`src/rtl/adc_rd_pkg.sv`:
```
package adc_rd_pkg;

  // Sequencer states: waiting, frame on the wire, chip-select recovery.
  typedef enum logic [1:0] {
    ST_IDLE = 2'd0,
    ST_ACT  = 2'd1,
    ST_GAP  = 2'd2
  } seq_st_e;

endpackage

```
`src/rtl/adc_sclk_gen.sv`:
```
module adc_sclk_gen #(
  parameter int DIV_W   = 8,
  parameter int DIV_MIN = 10,
  parameter int DIV_MAX = 125
) (
  input  logic             clk,
  input  logic             rst_n,
  input  logic             load_i,
  input  logic [DIV_W-1:0] div_i,
  input  logic             run_i,
  output logic             sclk_o,
  output logic             tick_o
);

  localparam logic [DIV_W-1:0] HALF_LO = DIV_W'(DIV_MIN);
  localparam logic [DIV_W-1:0] HALF_HI = DIV_W'(DIV_MAX);

  logic [DIV_W-1:0] half_q, half_d;
  logic [DIV_W-1:0] cnt_q, cnt_d;
  logic             sclk_q, sclk_d;
  logic             tick;

  // Latch the clamped half period at frame start only.
  always_comb begin
    half_d = half_q;
    if (load_i) begin
      if (div_i < HALF_LO)      half_d = HALF_LO;
      else if (div_i > HALF_HI) half_d = HALF_HI;
      else                      half_d = div_i;
    end
  end

  assign tick = run_i && (cnt_q == half_q - DIV_W'(1));

  always_comb begin
    cnt_d  = cnt_q;
    sclk_d = sclk_q;
    if (!run_i) begin
      cnt_d  = '0;
      sclk_d = 1'b0;
    end else if (tick) begin
      cnt_d  = '0;
      sclk_d = ~sclk_q;
    end else begin
      cnt_d  = cnt_q + DIV_W'(1);
    end
  end

  always_ff @(posedge clk or negedge rst_n) begin
    if (!rst_n) begin
      half_q <= HALF_LO;
      cnt_q  <= '0;
      sclk_q <= 1'b0;
    end else begin
      half_q <= half_d;
      cnt_q  <= cnt_d;
      sclk_q <= sclk_d;
    end
  end

  assign sclk_o = sclk_q;
  assign tick_o = tick;

endmodule

```
`src/rtl/adc_frame_seq.sv`:
```
module adc_frame_seq
  import adc_rd_pkg::*;
#(
  parameter int FRAME_CLKS = 16,
  parameter int GAP_CYC    = 13,
  parameter int CNT_W      = 5
) (
  input  logic             clk,
  input  logic             rst_n,
  input  logic             go_i,
  input  logic             tick_i,
  input  logic             sclk_i,
  output logic             start_o,
  output logic             run_o,
  output logic             fall_o,
  output logic [CNT_W-1:0] idx_o,
  output logic             done_o,
  output logic             cs_n_o
);

  localparam int GW = $clog2(GAP_CYC + 1);
  localparam logic [CNT_W-1:0] LAST_FALL = CNT_W'(FRAME_CLKS - 1);
  localparam logic [GW-1:0]    GAP_LAST  = GW'(GAP_CYC - 1);

  seq_st_e          st_q, st_d;
  logic [CNT_W-1:0] fc_q, fc_d;
  logic [GW-1:0]    gc_q, gc_d;
  logic             cs_n_q, cs_n_d;

  always_comb begin
    st_d    = st_q;
    fc_d    = fc_q;
    gc_d    = gc_q;
    start_o = 1'b0;
    fall_o  = 1'b0;
    done_o  = 1'b0;
    case (st_q)
      ST_IDLE: begin
        if (go_i) begin
          st_d    = ST_ACT;
          fc_d    = '0;
          start_o = 1'b1;
        end
      end
      ST_ACT: begin
        if (tick_i && sclk_i) begin
          fall_o = 1'b1;
          if (fc_q == LAST_FALL) begin
            done_o = 1'b1;
            st_d   = ST_GAP;
            gc_d   = '0;
          end else begin
            fc_d = fc_q + CNT_W'(1);
          end
        end
      end
      ST_GAP: begin
        if (gc_q == GAP_LAST) st_d = ST_IDLE;
        else                  gc_d = gc_q + GW'(1);
      end
      default: st_d = ST_IDLE;
    endcase
    cs_n_d = (st_d != ST_ACT);
  end

  always_ff @(posedge clk or negedge rst_n) begin
    if (!rst_n) begin
      st_q   <= ST_GAP;
      fc_q   <= '0;
      gc_q   <= '0;
      cs_n_q <= 1'b1;
    end else begin
      st_q   <= st_d;
      fc_q   <= fc_d;
      gc_q   <= gc_d;
      cs_n_q <= cs_n_d;
    end
  end

  assign run_o  = (st_q == ST_ACT);
  assign idx_o  = fc_q;
  assign cs_n_o = cs_n_q;

endmodule

```
`src/rtl/adc_bit_cap.sv`:
```
module adc_bit_cap #(
  parameter int DATA_W    = 12,
  parameter int LEAD_BITS = 3,
  parameter int CNT_W     = 5
) (
  input  logic              clk,
  input  logic              rst_n,
  input  logic              clr_i,
  input  logic              fall_i,
  input  logic [CNT_W-1:0]  idx_i,
  input  logic              sd_i,
  output logic [DATA_W-1:0] data_o,
  output logic              bad_o
);

  logic [DATA_W-1:0] data_q, data_d;
  logic              bad_q, bad_d;
  logic              in_lead, in_data;

  generate
    if (LEAD_BITS > 0) begin : g_lead
      assign in_lead = (idx_i < CNT_W'(LEAD_BITS));
    end else begin : g_nolead
      assign in_lead = 1'b0;
    end
  endgenerate

  assign in_data = !in_lead && (idx_i < CNT_W'(LEAD_BITS + DATA_W));

  always_comb begin
    data_d = data_q;
    bad_d  = bad_q;
    if (clr_i) begin
      data_d = '0;
      bad_d  = 1'b0;
    end else if (fall_i) begin
      if (in_lead)      bad_d  = bad_q | sd_i;
      else if (in_data) data_d = {data_q[DATA_W-2:0], sd_i};
    end
  end

  always_ff @(posedge clk or negedge rst_n) begin
    if (!rst_n) begin
      data_q <= '0;
      bad_q  <= 1'b0;
    end else begin
      data_q <= data_d;
      bad_q  <= bad_d;
    end
  end

  assign data_o = data_q;
  assign bad_o  = bad_q;

endmodule

```
`src/rtl/adc_rd_ctrl.sv`:
```
module adc_rd_ctrl #(
  parameter int DATA_W      = 12,
  parameter int LEAD_BITS   = 3,
  parameter int TAIL_BITS   = 1,
  parameter int DIV_W       = 8,
  parameter int DIV_MIN     = 10,
  parameter int DIV_MAX     = 125,
  parameter int GAP_CYC     = 13,
  parameter int SYNC_STAGES = 2
) (
  input  logic              clk,
  input  logic              rst_n,
  input  logic [DIV_W-1:0]  div_half_i,
  input  logic              start_i,
  input  logic              auto_en_i,
  input  logic              pwr_dn_i,
  input  logic              sdata_i,
  output logic              cs_n_o,
  output logic              sclk_o,
  output logic              shdn_n_o,
  output logic              res_valid_o,
  output logic [DATA_W-1:0] res_data_o,
  output logic              frame_err_o
);

  localparam int FRAME_CLKS = LEAD_BITS + DATA_W + TAIL_BITS;
  localparam int CNT_W      = $clog2(FRAME_CLKS + 1);

  logic                   shdn_n_q, shdn_n_d;
  logic                   valid_q, valid_d;
  logic [DATA_W-1:0]      data_q, data_d;
  logic                   err_q, err_d;
  logic [SYNC_STAGES-1:0] sync_q;
  logic                   sd_s;
  logic                   go, start, run, tick, fall, done;
  logic                   sclk_int;
  logic [CNT_W-1:0]       idx;
  logic [DATA_W-1:0]      cap_data;
  logic                   cap_bad;

  // Input synchronizer for the returned serial data.
  for (genvar g = 0; g < SYNC_STAGES; g++) begin : g_sync
    if (g == 0) begin : g_first
      always_ff @(posedge clk or negedge rst_n) begin
        if (!rst_n) sync_q[g] <= 1'b0;
        else        sync_q[g] <= sdata_i;
      end
    end else begin : g_next
      always_ff @(posedge clk or negedge rst_n) begin
        if (!rst_n) sync_q[g] <= 1'b0;
        else        sync_q[g] <= sync_q[g-1];
      end
    end
  end
  assign sd_s = sync_q[SYNC_STAGES-1];

  assign go = (start_i | auto_en_i) & shdn_n_q & ~pwr_dn_i;

  adc_frame_seq #(
    .FRAME_CLKS (FRAME_CLKS),
    .GAP_CYC    (GAP_CYC),
    .CNT_W      (CNT_W)
  ) u_seq (
    .clk     (clk),
    .rst_n   (rst_n),
    .go_i    (go),
    .tick_i  (tick),
    .sclk_i  (sclk_int),
    .start_o (start),
    .run_o   (run),
    .fall_o  (fall),
    .idx_o   (idx),
    .done_o  (done),
    .cs_n_o  (cs_n_o)
  );

  adc_sclk_gen #(
    .DIV_W   (DIV_W),
    .DIV_MIN (DIV_MIN),
    .DIV_MAX (DIV_MAX)
  ) u_clk (
    .clk    (clk),
    .rst_n  (rst_n),
    .load_i (start),
    .div_i  (div_half_i),
    .run_i  (run),
    .sclk_o (sclk_int),
    .tick_o (tick)
  );

  adc_bit_cap #(
    .DATA_W    (DATA_W),
    .LEAD_BITS (LEAD_BITS),
    .CNT_W     (CNT_W)
  ) u_cap (
    .clk    (clk),
    .rst_n  (rst_n),
    .clr_i  (start),
    .fall_i (fall),
    .idx_i  (idx),
    .sd_i   (sd_s),
    .data_o (cap_data),
    .bad_o  (cap_bad)
  );

  always_comb begin
    shdn_n_d = ~pwr_dn_i;
    valid_d  = done;
    data_d   = done ? cap_data : data_q;
    err_d    = err_q | (done & cap_bad);
  end

  always_ff @(posedge clk or negedge rst_n) begin
    if (!rst_n) begin
      shdn_n_q <= 1'b1;
      valid_q  <= 1'b0;
      data_q   <= '0;
      err_q    <= 1'b0;
    end else begin
      shdn_n_q <= shdn_n_d;
      valid_q  <= valid_d;
      data_q   <= data_d;
      err_q    <= err_d;
    end
  end

  assign sclk_o      = sclk_int;
  assign shdn_n_o    = shdn_n_q;
  assign res_valid_o = valid_q;
  assign res_data_o  = data_q;
  assign frame_err_o = err_q;

endmodule

```
`config.mk`:
```
export PLATFORM = sky130hd
export DESIGN_NAME = adc_rd_ctrl
export DESIGN_NICKNAME = d
export VERILOG_FILES = /design/src/rtl/adc_rd_pkg.sv /design/src/rtl/adc_sclk_gen.sv /design/src/rtl/adc_frame_seq.sv /design/src/rtl/adc_bit_cap.sv /design/src/rtl/adc_rd_ctrl.sv
export SDC_FILE = /design/constraint.sdc
export NUM_CORES = 1
export LEC_CHECK = 0
export BUFFER_PORTS_ARGS = -buffer_cell sky130_fd_sc_hd__buf_2
export CAP_MARGIN = 0
export CORE_MARGIN = 10
export CORE_UTILIZATION = 58
export CTS_CLUSTER_DIAMETER = 30
export DETAILED_ROUTE_END_ITERATION = 7
export PLACE_DENSITY = 0.79
export SLEW_MARGIN = 25
export SYNTH_ARGS = -nofsm -noshare
export SYNTH_HDL_FRONTEND = slang
export SYNTH_SLANG_ARGS = --single-unit
```
`constraint.sdc`:
```
create_clock -name clk -period 3.7 [get_ports clk]
set_clock_uncertainty 0.15 [all_clocks]
set_input_delay 0.37 -clock clk [delete_from_list [all_inputs] [get_ports clk]]
set_output_delay 0.37 -clock clk [all_outputs]
set_load 0.005 [all_outputs]
```
==> flow_summary_export.csv <==
group,metric,value,unit
status,status,"complete, no violations",
pwr,p_total,1820,uW
finish,mostFrequentLayoutCells,"dfrtp_1, nand2_1, buf_2",
floorplanning,core,4720,um^2
critical_path,r2r_start,"u_clk.half_q[0]$_DFFE_PN0P_",
placement,dp_hpwl,3890,um
grt,grt.overflow.total,0,
synth,avgSynthCellArea,10.8,um^2
routing,finalWirelength,5560,um
grt,grt_pass1_wl,9930,um
floorplanning,fp.dieW,90.0,um
min_path,hold_depth,3,
routing,ant_nets,0,
routing,drt-initial-drc-count,98,
critical_path,endpoint_kind,"flip-flop",
cts,clock_path_buffers,2,
pwr,powerDensity,551,nW/um^2
timing,layout_min_cycle_time,2770,ps
cts,post_cts_buffers,0,
synth,yosys_warnings,0,
floorplanning,rows,25,
placement,place.gp.congestion,0.867,
finish,fillers,358,
timing,fin_ws,928,ps
floorplanning,start_util,60.1,%
grt,grt_start_max_net_pins,35,
placement,portBuffers,30,
floorplanning,ios,31,
synth,synth-edff-count,0,
critical_path,r2r_slack,930,ps
finish,areaGrowthSynthToFinish,16.5,%
cts,clkTransAtPathRegs,70,ps
placement,dp.cells,351,
timing,finalHoldViolCount,0,
critical_path,required,3770,ps
synth,yosysTopAreaCell,"dfrtp_1",
routing,avgViaCountPerCell,5.52,
critical_path,start_kind,"flip-flop",
finish,layout-drive-gt1-share,23.1,%
synth,synth_area,2840,um^2
grt,antenna_found_initial,0,
cts,cts_hold_buf,3,
timing,max_freq,361,MHz
finish,nets,318,
routing,vias,2041,
routing,drc_errors,0,
critical_path,r2r-end,"res_data_o[4]$_DFFE_PN0P_",
finish,final_cells,370,
synth,synth_cell_type_count,50,
finish,antennaDiodeCount,0,
floorplanning,die_h,90.0,um
synth,synth_top_cells_by_area,"dfrtp_1, mux2i_1, nand2_1, dfstp_2, mux2_2",
cts,h-tree-depth,3,
pwr,peakVddDrop,0.000302,V
synth,seq_area_frac_synth,52.2,%
synth,ys_async_sr_fraction,100,%
min_path,min_to,"u_clk.half_q[5]$_DFFE_PN0P_",
critical_path,critPathKind,"reg2reg",
floorplanning,die-area,8100,um^2
synth,ys_seq_elements,59,
grt,grt_pass1_vias,2064,
min_path,min_from,"div_half_i[5]",
timing,relSlewSlack,60.0,%
min_path,hold_path.class,"in2reg",
cts,cts.sinks,59,
finish,layout_commonest_cell,"dfrtp_1",
synth,synth_ff_type,"dfrtp_1",
cts,cts_root_buf,"clkbuf_8",
cts,cts_resized,0,
synth,netlist_instances,262,
cts,cts_buffers,9,
critical_path,rr_worst_depth,8,
run,drv_cap,0,
synth,synth_top_cell_area_share,47.6,%
timing,slew_viol_final,0,
pwr,p_leak,0.00158,uW
grt,grt_usage,14.7,%
routing,dr.pass1.iters,4,
placement,dp_slack,942,ps
timing,worst_slew_pin_slew,584,ps
synth,synth_fp_nets,282,
timing,finalSetupTns,0,ps
cts,clock_latency,340,ps
routing,wire_per_inst,15.0,um
timing,post-route-period-util,74.9,%
timing,rsz0062_at_grt,"no",
cts,cts_tree,"yes",
critical_path,crit_fanout,16,
timing,setup_viol,0,
critical_path,arrival,2850,ps
## layout make-up
type,count,area [um^2],area share (%)
clock buffer,10,138,4.16
clock inverter,6,111,3.36
inverter,8,30.0,0.907
multi-input combinational,184,1260,38.1
sequential,59,1480,44.8
tap,67,83.8,2.53
timing repair buffer,36,203,6.12
## report_power, final
group          total (uW)  switching, uW  internal (uW)  leakage [uW]
Clock                 725            259            467      0.000123
Sequential            809           90.4            718      0.000780
Combinational         289            165            124      0.000675
Total                1820            514           1310       0.00158
## metal layers
metal,routed length [um],global-route usage [%]
met3,216,3.74
met2,2510,22.6
met1,2700,18.3
met5,0,0
met4,130,8.62
## cell families (layout without fill, tap and decap cells)
group                      count (synthesis)  in the layout  synth area share [%]
and+or+nand+nor                           98             98                  17.6
muxes                                     27             27                  10.7
buffers and inverters                     19             60                  3.57
AOI/OAI and AO/OA                         40             40                  9.30
DFF                                       59             59                  52.2
xor gates and xnor gates                  13             13                  4.01
adders and majority gates                  6              6                  2.64
## sequential cells by signal, indices dropped and copies added, names as in the netlist
name / flops
frame_err_o: 1
res_data_o: 12
res_valid_o: 1
sd_s: 1
shdn_n_o: 1
sync_q: 1
u_cap.bad_o: 1
u_cap.data_o: 12
u_clk.cnt_q: 8
u_clk.half_q: 8
u_clk.sclk_o: 1
u_seq.cs_n_o: 1
u_seq.gc_q: 4
u_seq.idx_o: 5
u_seq.st_q: 2
## Yosys cell counts (all sizes together) (4+ instances only)
master  number
mux2        12
nor2        18
a21oi        9
nor3         5
ha           6
nand3        8
xor2         9
xnor2        4
buf          4
dfstp        5
o21ai       12
inv          8
nand2       36
dfrtp       54
mux2i       15
clkbuf       7
## critical path: stages (launching register included)
cell	delay (ps)
dfrtp_1	420
inv_1	100
ha_1	190
nor3b_1	320
and3_1	210
o2111ai_1	150
a21o_1	270
or3_4	520
mux2_4	330
## through the flow
stage                     util, %  area [um^2]  hold WS (ps)
after global routing         70.1         3310           170
after CTS                    70.1         3310           122
after global placement       64.2         3030           183
after floorplan                 -         2840         -75.6
final                        70.1         3310           132
after detailed placement     64.2         3030           187
## worst max path at each step
stage	from	to	slack, ps	cells after the start
2_1_floorplan	u_clk.half_q[0]$_DFFE_PN0P_	res_data_o[2]$_DFFE_PN0P_	1040	9
3_3_place_gp	u_clk.half_q[0]$_DFFE_PN0P_	res_data_o[5]$_DFFE_PN0P_	1020	6
3_5_place_dp	u_clk.half_q[0]$_DFFE_PN0P_	res_data_o[4]$_DFFE_PN0P_	940	8
4_1_cts	u_clk.half_q[0]$_DFFE_PN0P_	res_data_o[4]$_DFFE_PN0P_	930	8
5_1_grt	u_clk.half_q[0]$_DFFE_PN0P_	res_data_o[11]$_DFFE_PN0P_	720	8
6_report	u_clk.half_q[0]$_DFFE_PN0P_	res_data_o[4]$_DFFE_PN0P_	930	8
No activity file was read; power rests on OpenSTA's default activity.
